==> src/rtl/xonxoff_flow_ctl.sv <==
module xonxoff_flow_ctl #(
  parameter int LVL_W = 7
) (
  input  logic             clk,
  input  logic             rst_n,
  input  logic [3:0]       mode,
  input  logic             xon_any_en,
  input  logic             special_en,
  input  logic             irq_en,
  input  logic [7:0]       xon_a,
  input  logic [7:0]       xon_b,
  input  logic [7:0]       xoff_a,
  input  logic [7:0]       xoff_b,
  input  logic [1:0]       word_len,
  input  logic             rx_valid,
  input  logic [7:0]       rx_char,
  output logic             rx_push,
  input  logic             irq_ack,
  input  logic [LVL_W-1:0] rx_level,
  input  logic [LVL_W-1:0] halt_lvl,
  input  logic [LVL_W-1:0] resume_lvl,
  input  logic             sh_idle,
  input  logic             ctl_ack,
  output logic             ctl_req,
  output logic [7:0]       ctl_char,
  output logic             data_go,
  output logic             halted,
  output logic             xoff_irq
);
  wire [1:0] rxs = mode[1:0];
  wire [1:0] txs = mode[3:2];

  logic pend_off, pend_on;
  logic off_hit, on_hit, off_first, on_first;

  always_comb begin
    off_hit = 1'b0;
    on_hit = 1'b0;
    off_first = 1'b0;
    on_first = 1'b0;
    case (rxs)
      2'd1: begin
        off_hit = rx_char == xoff_a;
        on_hit  = !off_hit && rx_char == xon_a;
      end
      2'd2: begin
        off_hit = rx_char == xoff_b;
        on_hit  = !off_hit && rx_char == xon_b;
      end
      2'd3: begin
        off_hit   = pend_off && rx_char == xoff_b;
        on_hit    = !off_hit && pend_on && rx_char == xon_b;
        off_first = !off_hit && !on_hit && rx_char == xoff_a;
        on_first  = !off_hit && !on_hit && !off_first && rx_char == xon_a;
      end
      default: ;
    endcase
  end

  wire flow_hit   = off_hit || on_hit;
  wire any_resume = xon_any_en && halted && !flow_hit;
  wire spec_hit   = special_en && !flow_hit && rx_char == xoff_b;
  wire irq_set    = rx_valid && irq_en && (off_hit || spec_hit);
  wire irq_clr    = irq_ack || (rx_valid && (on_hit || any_resume));

  assign rx_push = rx_valid && !flow_hit;

  always_ff @(posedge clk or negedge rst_n) begin
    if (!rst_n) begin
      pend_off <= 1'b0;
      pend_on  <= 1'b0;
      halted   <= 1'b0;
      xoff_irq <= 1'b0;
    end else begin
      if (rx_valid) begin
        pend_off <= off_first;
        pend_on  <= on_first;
        if (off_hit) halted <= 1'b1;
        else if (on_hit || any_resume) halted <= 1'b0;
      end
      if (irq_set) xoff_irq <= 1'b1;
      else if (irq_clr) xoff_irq <= 1'b0;
    end
  end

  logic remote_off, busy, seq, kind_off;
  wire want_off = txs != 2'd0 && !remote_off && rx_level > halt_lvl;
  wire want_on  = txs != 2'd0 && remote_off && rx_level <= resume_lvl;

  always_ff @(posedge clk or negedge rst_n) begin
    if (!rst_n) begin
      remote_off <= 1'b0;
      busy       <= 1'b0;
      seq        <= 1'b0;
      kind_off   <= 1'b0;
    end else if (!busy) begin
      if (want_off || want_on) begin
        busy       <= 1'b1;
        seq        <= 1'b0;
        kind_off   <= want_off;
        remote_off <= want_off;
      end
    end else if (ctl_ack) begin
      if (txs == 2'd3 && !seq) seq <= 1'b1;
      else busy <= 1'b0;
    end
  end

  wire       use_b = txs == 2'd2 || seq;
  wire [7:0] raw   = use_b ? (kind_off ? xoff_b : xon_b) : (kind_off ? xoff_a : xon_a);
  wire [7:0] mask  = 8'hFF >> ~word_len;

  assign ctl_req  = busy;
  assign ctl_char = raw & mask;
  assign data_go  = sh_idle && !busy && !halted;
endmodule


==> config.mk <==
export PLATFORM = sky130hd
export DESIGN_NAME = xonxoff_flow_ctl
export DESIGN_NICKNAME = d
export VERILOG_FILES = /design/src/rtl/xonxoff_flow_ctl.sv
export SDC_FILE = /design/constraint.sdc
export NUM_CORES = 1
export LEC_CHECK = 0
export BUFFER_PORTS_ARGS = -buffer_cell sky130_fd_sc_hd__buf_2
export CORE_ASPECT_RATIO = 0.75
export CORE_UTILIZATION = 43
export DETAILED_ROUTE_END_ITERATION = 10
export GPL_TIMING_DRIVEN = 1
export PLACE_DENSITY = 0.92
export SLEW_MARGIN = 10
export SYNTH_ARGS = -nofsm -noshare
export SYNTH_HDL_FRONTEND = slang
export SYNTH_SLANG_ARGS = --single-unit
==> constraint.sdc <==
create_clock -name clk -period 1.7 [get_ports clk]
set_input_delay 0 -clock clk [delete_from_list [all_inputs] [get_ports clk]]
set_output_delay 0 -clock clk [all_outputs]
set_load 0.01 [all_outputs]
==> results.cfg <==
[outcome]
run_status = completed

[logic_synthesis]
synth_ff_type = dfrtp_1
syn_inst = 157
syn_area_um2 = 1360
yosysWarnings = 0
synth_seq_area_share = 0.129
synth_edf_count = 0
ys_types = 38
synth-async-reset-ratio = 1.00
ys_ff_latch = 7
postSynthAreaPerCell_um2 = 8.65
syn_nets = 247

[clock_tree]
cts_sinks = 7
cts_tree = built
cts_max_path_buffers = 2
postCtsSetupBuffers = 0
cts-root-buf = clkbuf_8
clk_pin_slew_ns = 0.04
cts_inserted_buffers = 3
htreeDepth = 1
clk_latency_ns = 0.23

[power_and_ir_drop]
powerDensity_nw_per_um2 = 703
seq_power_share = 0.223
switchingPower_uw = 526
switching_share = 0.388
power_frac_clock = 0.171
combinationalPowerShare = 0.606
finalPower_uw = 1350
power.internal_uw = 829
ir_drop_uv = 407
leakagePower_uw = 0.000995

[cells_and_area]
mostFrequentLayoutCells = 88 x buf_2, 24 x xor2_1, 20 x inv_1
nNetsFinal = 343
antenna_cells = 0
area_growth_pct = 41.9
final_common_cell = buf_2
final_layout_size_suffix_gt1_frac = 0.429

[grt]
grt_pass1_vias = 1468
grt.overflow.total = 0
grt_pass1_wl_um = 6100
grt_max_degree = 10
grt_usage = 0.238
antenna_found_initial = 0

[timing]
tightest_slew_ns = 0.353
finalCritPeriodShare = 0.925
rsz0062_at_grt = false
setup_viol = 0
hold_viol = 0
period_needed_ns = 1.57
slew_headroom = 0.763
fmax_ghz = 0.636
maxSlewViolCount = 0
clock-skew-final_ns = 0.00377
fin_setup_tns_ns = 0
fin_hold_ws_ns = 0.0232

[route]
drt_iter0_drc = 58
postRouteAntennaNets = 0
first_pass_iters = 4
routed_wl_um = 3880
vias = 1566
routed_via_density = 5.40
drt-wirelength-per-cell_um = 13.4
drcViolationCount = 0

[place]
post-dp-hpwl_um = 3290
io_buffers = 88
routabilityCongestion = 0.823

[die]
start_util = 0.456
dieArea_um2 = 3390
coreArea_um2 = 2980
dieWidth_um = 66.9
die_h_um = 50.7
rows = 17
io_pins = 89

[critical_path]
cp-start-kind = flip-flop
cp_slowest_cell = dfrtp_1
cp_max_fo = 8
path_cells = a21oi_4 -> mux4_2 -> and2_1 -> buf_2
critPathBufInv = 1
path_class = flip-flop to output port
crit_path_end_kind = output port
crit_family = flip-flops
critPathMaxStageDelay_ns = 0.42
critical_path_required_ns = 1.70
cp.arrival_ns = 1.57

[job]
cap_violations = 0

[hold_path]
hold_path.class = primary input to flip-flop
[cells in the mapped netlist (all sizes together), types with 2 or more instances]
cell type,instances,area share
inv,20,0.055
nor2,4,0.011
nand2,8,0.022
a211oi,3,0.017
ha,14,0.13
nor3,2,0.0074
nand3,5,0.018
and2,2,0.0092
dfrtp,7,0.13
o22ai,3,0.018
o221ai,2,0.017
nor4,6,0.028
mux4,7,0.12
o21ai,6,0.022
xor2,24,0.15
nor2b,7,0.032
xnor2,8,0.052
nand4,6,0.028
a21oi,4,0.017
a21o,4,0.022
[cell families (layout without fill, tap and decap cells)]
family | Yosys count | after routing | share of synthesized area
simple gates | 44 | 44 | 0.178
xor+xnor | 32 | 32 | 0.206
compound gates | 31 | 31 | 0.176
buf+inv | 21 | 116 | 0.0589
fa+ha+maj | 14 | 14 | 0.129
mux | 8 | 8 | 0.123
flops | 7 | 7 | 0.129
[sequential cells by signal (all words and copies together), names as in the netlist]
| signal | cells |
|---|---|
| seq | 1 |
| pend_on | 1 |
| pend_off | 1 |
| halted | 1 |
| kind_off | 1 |
| ctl_req | 1 |
| xoff_irq | 1 |
[what timing repair did]
item                                    in CTS  in global routing
gates resized for setup                      2                  0
endpoints found under the setup margin       1                  0
hold buffers                                 1                  0
endpoints found under the hold margin        7                  0
[cell type report]
cell class,count,area [µm²]
fillers,262,1050
multi-input cells,129,1110
clock buffers,4,45.0
flip-flops and latches,7,176
inverters,20,75.1
well taps,38,47.5
repair buffers,92,473
[final timing paths]
path	startpoint	to	slack [ns]	cells after the start
setup / recovery	seq	ctl_char[6]	0.13	4
hold / removal	ctl_ack	ctl_req	0.02	2
setup reg to reg	pend_off	halted	0.31	4
hold reg to reg	pend_on	pend_on	0.50	1
max in group asynchronous	rst_n	kind_off	1.39	2
min in group asynchronous	rst_n	halted	0.14	2
[power groups by stage]
| stage | sequential [µW] | combinational, µW | clock [µW] |
|---|---|---|---|
| 6_report | 302 | 821 | 231 |
| 3_3_place_gp | 296 | 798 | 0 |
| 3_5_place_dp | 299 | 811 | 0 |
| 2_1_floorplan | 265 | 506 | 0 |
| 4_1_cts | 303 | 823 | 242 |
| 5_1_grt | 320 | 909 | 257 |
[metal layers]
layer | GRT usage | wire length [µm]
met5 | 0 | 0
met4 | 0.0674 | 25
met1 | 0.262 | 1550
met2 | 0.451 | 1990
met3 | 0.0477 | 311
[per-stage QoR]
stage	cell area, µm²	setup slack (ns)	util	cells
after floorplan	1360	0.352	-	157
final	1930	0.128	0.647	290
after CTS	1930	0.111	0.647	290
after global routing	1930	0.0328	0.647	290
after detailed placement	1860	0.0948	0.626	285
after global placement	1860	0.165	0.626	285
No activity file was read; power rests on OpenSTA's default activity.
